**config.mk**
```make
export PLATFORM = sky130hd
export DESIGN_NAME = iwin_top
export DESIGN_NICKNAME = d
export VERILOG_FILES = /design/src/rtl/iwin_pkg.sv /design/src/rtl/iwin_decode.sv /design/src/rtl/iwin_rw_bank.sv /design/src/rtl/iwin_id_bank.sv /design/src/rtl/iwin_top.sv
export SDC_FILE = /design/constraint.sdc
export NUM_CORES = 1
export LEC_CHECK = 0
export ABC_CLOCK_PERIOD_IN_PS = 19440
export BUFFER_PORTS_ARGS = -buffer_cell sky130_fd_sc_hd__buf_2
export CAP_MARGIN = 10
export CORE_ASPECT_RATIO = 1.25
export CORE_MARGIN = 2
export CORE_UTILIZATION = 50
export CTS_BUF_LIST = sky130_fd_sc_hd__clkbuf_4 sky130_fd_sc_hd__clkbuf_8 sky130_fd_sc_hd__clkbuf_16
export CTS_CLUSTER_DIAMETER = 40
export DETAILED_ROUTE_END_ITERATION = 12
export GPL_TIMING_DRIVEN = 1
export PLACE_DENSITY = 0.66
export SYNTH_ARGS = -nofsm -noshare
export SYNTH_HDL_FRONTEND = slang
export SYNTH_HIERARCHICAL = 1
export SYNTH_SLANG_ARGS = --single-unit
```
**constraint.sdc**
```tcl
create_clock -name clk -period 19.44 [get_ports clk]
set_input_delay 0.972 -clock clk [delete_from_list [all_inputs] [get_ports clk]]
set_output_delay 0.972 -clock clk [all_outputs]
set_load 0.01 [all_outputs]
```
**src/rtl/iwin_pkg.sv**
```systemverilog
package iwin_pkg;
  // direct window register addresses (host map, fixed)
  localparam logic [7:0] WIN_SEL_ADDR  = 8'hB0;
  localparam logic [7:0] WIN_OFF_ADDR  = 8'hB1;
  localparam logic [7:0] WIN_DATA_ADDR = 8'hB2;

  // bank numbers
  localparam int BANK_PGEN  = 0;
  localparam int BANK_LTX   = 1;
  localparam int BANK_DIEID = 2;

  // identifier byte generator
  function automatic logic [7:0] id_byte(input logic [7:0] seed, input logic [7:0] k);
    logic [15:0] prod;
    prod = 16'(k) * 16'd37;
    return seed + prod[7:0];
  endfunction
endpackage

```
**src/rtl/iwin_decode.sv**
```systemverilog
module iwin_decode #(
  parameter int AW   = 8,
  parameter int DW   = 8,
  parameter int SELW = 6
) (
  input  logic            clk,
  input  logic            rst_n,
  input  logic            hb_en,
  input  logic            hb_wr,
  input  logic [AW-1:0]   hb_addr,
  input  logic [DW-1:0]   hb_wdata,
  output logic [SELW-1:0] sel_o,
  output logic [DW-1:0]   off_o,
  output logic            data_we_o,
  output logic            data_re_o,
  output logic [DW-1:0]   direct_rdata_o
);
  import iwin_pkg::*;
  localparam int SHIFT = DW - SELW;

  logic            sel_hit, off_hit, data_hit;
  logic            sel_we, off_we;
  logic [SELW-1:0] sel_q, sel_d;
  logic [DW-1:0]   off_q, off_d;

  always_comb begin
    sel_hit   = (hb_addr == AW'(WIN_SEL_ADDR));
    off_hit   = (hb_addr == AW'(WIN_OFF_ADDR));
    data_hit  = (hb_addr == AW'(WIN_DATA_ADDR));
    sel_we    = hb_en & hb_wr & sel_hit;
    off_we    = hb_en & hb_wr & off_hit;
    data_we_o = hb_en & hb_wr & data_hit;
    data_re_o = hb_en & ~hb_wr & data_hit;
  end

  // next-state
  always_comb begin
    sel_d = sel_q;
    off_d = off_q;
    if (sel_we) sel_d = hb_wdata[DW-1:SHIFT];
    if (off_we) off_d = hb_wdata;
  end

  always_ff @(posedge clk or negedge rst_n) begin
    if (!rst_n) begin
      sel_q <= '0;
      off_q <= '0;
    end else begin
      sel_q <= sel_d;
      off_q <= off_d;
    end
  end

  // direct register read-back
  always_comb begin
    direct_rdata_o = '0;
    if (hb_en && !hb_wr) begin
      if (sel_hit)      direct_rdata_o = {sel_q, {SHIFT{1'b0}}};
      else if (off_hit) direct_rdata_o = off_q;
    end
  end

  assign sel_o = sel_q;
  assign off_o = off_q;
endmodule

```
**src/rtl/iwin_rw_bank.sv**
```systemverilog
module iwin_rw_bank #(
  parameter int          DW         = 8,
  parameter int          FIRST_OFF  = 0,
  parameter int          CELLS      = 16,
  parameter logic [7:0]  FIRST_MASK = 8'hFF
) (
  input  logic          clk,
  input  logic          rst_n,
  input  logic          we_i,
  input  logic [DW-1:0] off_i,
  input  logic [DW-1:0] wdata_i,
  output logic [DW-1:0] rdata_o,
  output logic [DW-1:0] first_o
);
  logic [CELLS-1:0]         hit;
  logic [CELLS-1:0][DW-1:0] cell_q;

  for (genvar i = 0; i < CELLS; i++) begin : g_cell
    localparam logic [DW-1:0] MASK = (i == 0) ? DW'(FIRST_MASK) : {DW{1'b1}};
    logic          cell_we;
    logic [DW-1:0] cell_d;

    always_comb begin
      hit[i]  = (off_i == DW'(FIRST_OFF + i));
      cell_we = we_i & hit[i];
      cell_d  = wdata_i & MASK;
    end

    always_ff @(posedge clk or negedge rst_n) begin
      if (!rst_n)       cell_q[i] <= '0;
      else if (cell_we) cell_q[i] <= cell_d;
    end
  end

  always_comb begin
    rdata_o = '0;
    for (int i = 0; i < CELLS; i++) begin
      if (hit[i]) rdata_o = rdata_o | cell_q[i];
    end
  end

  assign first_o = cell_q[0];
endmodule

```
**src/rtl/iwin_id_bank.sv**
```systemverilog
module iwin_id_bank #(
  parameter int         DW       = 8,
  parameter int         ID_BYTES = 6,
  parameter logic [7:0] ID_SEED  = 8'h5A
) (
  input  logic [DW-1:0] off_i,
  output logic [DW-1:0] rdata_o
);
  import iwin_pkg::*;

  always_comb begin
    rdata_o = '0;
    if (off_i < DW'(ID_BYTES)) rdata_o = DW'(id_byte(ID_SEED, 8'(off_i)));
  end
endmodule

```
**src/rtl/iwin_top.sv**
```systemverilog
module iwin_top #(
  parameter int         AW       = 8,
  parameter int         DW       = 8,
  parameter int         SELW     = 6,
  parameter int         PG_LAST  = 31,
  parameter int         TX_BYTES = 16,
  parameter int         ID_BYTES = 6,
  parameter logic [7:0] ID_SEED  = 8'h5A
) (
  input  logic          clk,
  input  logic          rst_n,
  input  logic          hb_en,
  input  logic          hb_wr,
  input  logic [AW-1:0] hb_addr,
  input  logic [DW-1:0] hb_wdata,
  output logic [DW-1:0] hb_rdata,
  output logic          pg_enable
);
  import iwin_pkg::*;
  localparam int PG_FIRST = 1;
  localparam int PG_CELLS = PG_LAST - PG_FIRST + 1;

  // reset: asserted asynchronously, released on a clock edge
  logic rst_meta, rst_q;
  always_ff @(posedge clk or negedge rst_n) begin
    if (!rst_n) begin
      rst_meta <= 1'b0;
      rst_q    <= 1'b0;
    end else begin
      rst_meta <= 1'b1;
      rst_q    <= rst_meta;
    end
  end

  logic [SELW-1:0] win_sel;
  logic [DW-1:0]   win_off;
  logic            data_we, data_re;
  logic [DW-1:0]   direct_rdata;
  logic [DW-1:0]   pg_rdata, pg_first, tx_rdata, tx_first, id_rdata;
  logic            pg_we, tx_we;
  logic [DW-1:0]   bank_rdata;

  iwin_decode #(.AW(AW), .DW(DW), .SELW(SELW)) u_dec (
    .clk(clk), .rst_n(rst_q), .hb_en(hb_en), .hb_wr(hb_wr),
    .hb_addr(hb_addr), .hb_wdata(hb_wdata),
    .sel_o(win_sel), .off_o(win_off),
    .data_we_o(data_we), .data_re_o(data_re),
    .direct_rdata_o(direct_rdata)
  );

  always_comb begin
    pg_we = data_we & (win_sel == SELW'(BANK_PGEN));
    tx_we = data_we & (win_sel == SELW'(BANK_LTX));
  end

  iwin_rw_bank #(.DW(DW), .FIRST_OFF(PG_FIRST), .CELLS(PG_CELLS), .FIRST_MASK(8'h01)) u_pgen (
    .clk(clk), .rst_n(rst_q), .we_i(pg_we), .off_i(win_off),
    .wdata_i(hb_wdata), .rdata_o(pg_rdata), .first_o(pg_first)
  );

  iwin_rw_bank #(.DW(DW), .FIRST_OFF(0), .CELLS(TX_BYTES), .FIRST_MASK(8'hFF)) u_ltx (
    .clk(clk), .rst_n(rst_q), .we_i(tx_we), .off_i(win_off),
    .wdata_i(hb_wdata), .rdata_o(tx_rdata), .first_o(tx_first)
  );

  iwin_id_bank #(.DW(DW), .ID_BYTES(ID_BYTES), .ID_SEED(ID_SEED)) u_id (
    .off_i(win_off), .rdata_o(id_rdata)
  );

  always_comb begin
    if (win_sel == SELW'(BANK_PGEN))       bank_rdata = pg_rdata;
    else if (win_sel == SELW'(BANK_LTX))   bank_rdata = tx_rdata;
    else if (win_sel == SELW'(BANK_DIEID)) bank_rdata = id_rdata;
    else                                   bank_rdata = '0;
  end

  always_comb begin
    hb_rdata  = data_re ? bank_rdata : direct_rdata;
    pg_enable = pg_first[0];
  end

  logic unused_ok;
  assign unused_ok = ^{tx_first, pg_first[DW-1:1]};
endmodule

```
==> run_results.csv <==
group,metric,value,unit
floorplanning,core,38000,sq um
layout,syn_to_final_growth,11.1,%
critical_path,end_kind,"output port",
global_route,grt_max_degree,81,
route,routed_wl,59300,um
floorplanning,pin_count,29,
power,p_leak,9.95,nW
logic_synthesis,netlist_area,19200,sq um
global_route,globalRouteTotalUtil,0.306,
clock_network,clock_path_buffers,3,
clock_network,clock_sinks,385,
global_route,grt_pass1_wl,90400,um
global_route,gr-total-overflow,0,
sta,finalSetupViolCount,0,
floorplanning,rows,80,
sta,finalSetupTns,0,ns
floorplanning,initial_core_util,0.504,
status,outcome,"completed",
critical_path,rr_worst_depth,6,
power,cellPowerDensity,85.3,nW/um^2
route,dr.pass1.iters,6,
sta,finalHoldViolCount,0,
placement,dp_hpwl,38400,um
critical_path,worstPathArrival,4.95,ns
placement,gp_congestion,0.954,
global_route,grt_pass1_vias,13900,
layout,fin_cells,2082,
sta,slew_headroom,0.200,
critical_path,path_delay_family,"adder cells",
run,drv_cap,0,
critical_path,startpoint_type,"flip-flop",
route,ant_nets,0,
layout,layout_commonest_cell,"mux2_2",
route,drt_iter0_drc,1396,
critical_path,cp_slowest_cell,"buf_4",
layout,final_nets,1588,
layout,mostFrequentLayoutCells,"mux2_2 (389), dfrtp_1 (380), nand3_1 (72), nand2_1 (67), mux2i_1 (49)",
global_route,antenna_found_initial,1,
route,drc,0,
floorplanning,die_x,179,um
clock_network,clk_latency,0.58,ns
clock_network,hold_buffers,0,
sta,fin_skew,0.0126,ns
critical_path,path_cells,"buf_4 -> ha_1 -> inv_1 -> fa_1 -> fa_1 -> inv_1 -> ha_1 -> a21oi_1 -> o21ai_0 -> xnor2_1 -> nor2_1 -> inv_1 -> a211o_2 -> a31oi_1 -> buf_2",
placement,dpl.cell_count,1993,
clock_network,ctsResizeCount,0,
clock_network,htree_levels,2,
layout,antenna_cells,0,
sta,tightest_slew,1.20,ns
critical_path,r2r-end,"u_pgen/cell_q[237]$_DFFE_PN0P_",
sta,finalCritPeriodShare,0.305,
logic_synthesis,syn_nets,1595,
critical_path,critPathMostFrequentCell,"inv_1",
critical_path,crit_type,"flip-flop to output port",
layout,fin_util,0.560,
critical_path,cp-endpoint,"hb_rdata[7]",
clock_network,cts_setup_buffers,0,
min_path,hold_path_class,"input port to asynchronous set/reset pin",
sta,max_freq,169,MHz
critical_path,worst_path_largest_cell_delay,0.67,ns
critical_path,r2r_start,"u_dec/off_o[2]$_DFFE_PN0P_",
logic_synthesis,ys_warn_count,6,
power,vdd_drop_max,0.0000698,V
critical_path,crit_fanout,51,
placement,io_buffers,28,
sta,fin_crit,5.93,ns
sta,slew_violations,0,
critical_path,worstSetupStartpoint,"u_dec/off_o[0]$_DFFE_PN0P_",
clock_network,root_buffer,"clkbuf_16",
critical_path,crit_required,18.47,ns
sta,rsz0062_at_grt,"false",
route,wire_per_inst,28.5,um
critical_path,path_buf_inv,5,
logic_synthesis,synthCells,1558,
route,post_drt_via_cell_ratio,6.47,
clock_network,cts_buffers,48,
logic_synthesis,syn_area_per_cell,12.3,sq um
floorplanning,die_height,223,um
route,num_vias,13500,
layout,drive_gt1_frac,0.389,
clock_network,clkTransAtPathRegs,0.06,ns
critical_path,crit_cells,15,
floorplanning,dieArea,39900,sq um
critical_path,reg2reg_slack,15.23,ns
clock_network,tritoncts,"done",
final cells by class:
type                            instances  area, sq um
Tap cell                              492          616
Timing Repair Buffer                   50          305
Inverter                               30          113
Multi-Input combinational cell       1036         8930
Fill cell                            3254        16700
Clock inverter                         29          343
Clock buffer                           60         1340
Sequential cell                       385         9650
sequential cells by signal (all words and copies together) (netlist names):
name            count
rst_meta            1
u_dec/off_o         8
u_pgen/cell_q     240
u_ltx/cell_q      120
u_pgen/first_o      1
u_dec/sel_o         6
u_ltx/first_o       8
rst_q               1
stage by stage:
step / worst slack [ns] / power (mW) / area [sq um] / hold WS [ns]
2_1_floorplan: 7.92 / 0.875 / 19200 / 0.331
3_3_place_gp: 14.16 / 0.905 / 19600 / 0.343
3_5_place_dp: 14.13 / 0.905 / 19600 / 0.337
4_1_cts: 13.50 / 1.83 / 21300 / 0.142
5_1_grt: 13.19 / 1.87 / 21300 / 0.150
6_report: 13.51 / 1.82 / 21300 / 0.164
how the worst min path moves through the flow:
| stage | start | to | slack [ns] | depth (start not counted) |
|---|---|---|---|---|
| after global routing | rst_n | rst_q$_DFF_PN0_ | 0.15 | 1 |
| after floorplan | rst_meta$_DFF_PN0_ | rst_q$_DFF_PN0_ | 0.33 | 0 |
| after global placement | rst_meta$_DFF_PN0_ | rst_q$_DFF_PN0_ | 0.34 | 0 |
| after detailed placement | rst_meta$_DFF_PN0_ | rst_q$_DFF_PN0_ | 0.34 | 0 |
| after CTS | rst_n | rst_q$_DFF_PN0_ | 0.14 | 1 |
| final | rst_n | rst_q$_DFF_PN0_ | 0.16 | 1 |
routing by layer:
layer | share of wire | wire, um | track usage | vias to the layer above
met5 | 0.00019 | 11 | 0 | -
met4 | 0.068 | 4010 | 0.183 | 2
met3 | 0.056 | 3320 | 0.0443 | 202
met2 | 0.49 | 28900 | 0.499 | 553
met1 | 0.39 | 23000 | 0.384 | 6979
li1 | - | - | - | 5737
report_power, final:
group | internal, mW | switching [mW]
registers | 0.803 | 0.00771
logic | 0.0180 | 0.0628
clock network | 0.553 | 0.374
total | 1.37 | 0.444
Note: power is estimated with default switching activity, not from simulation.
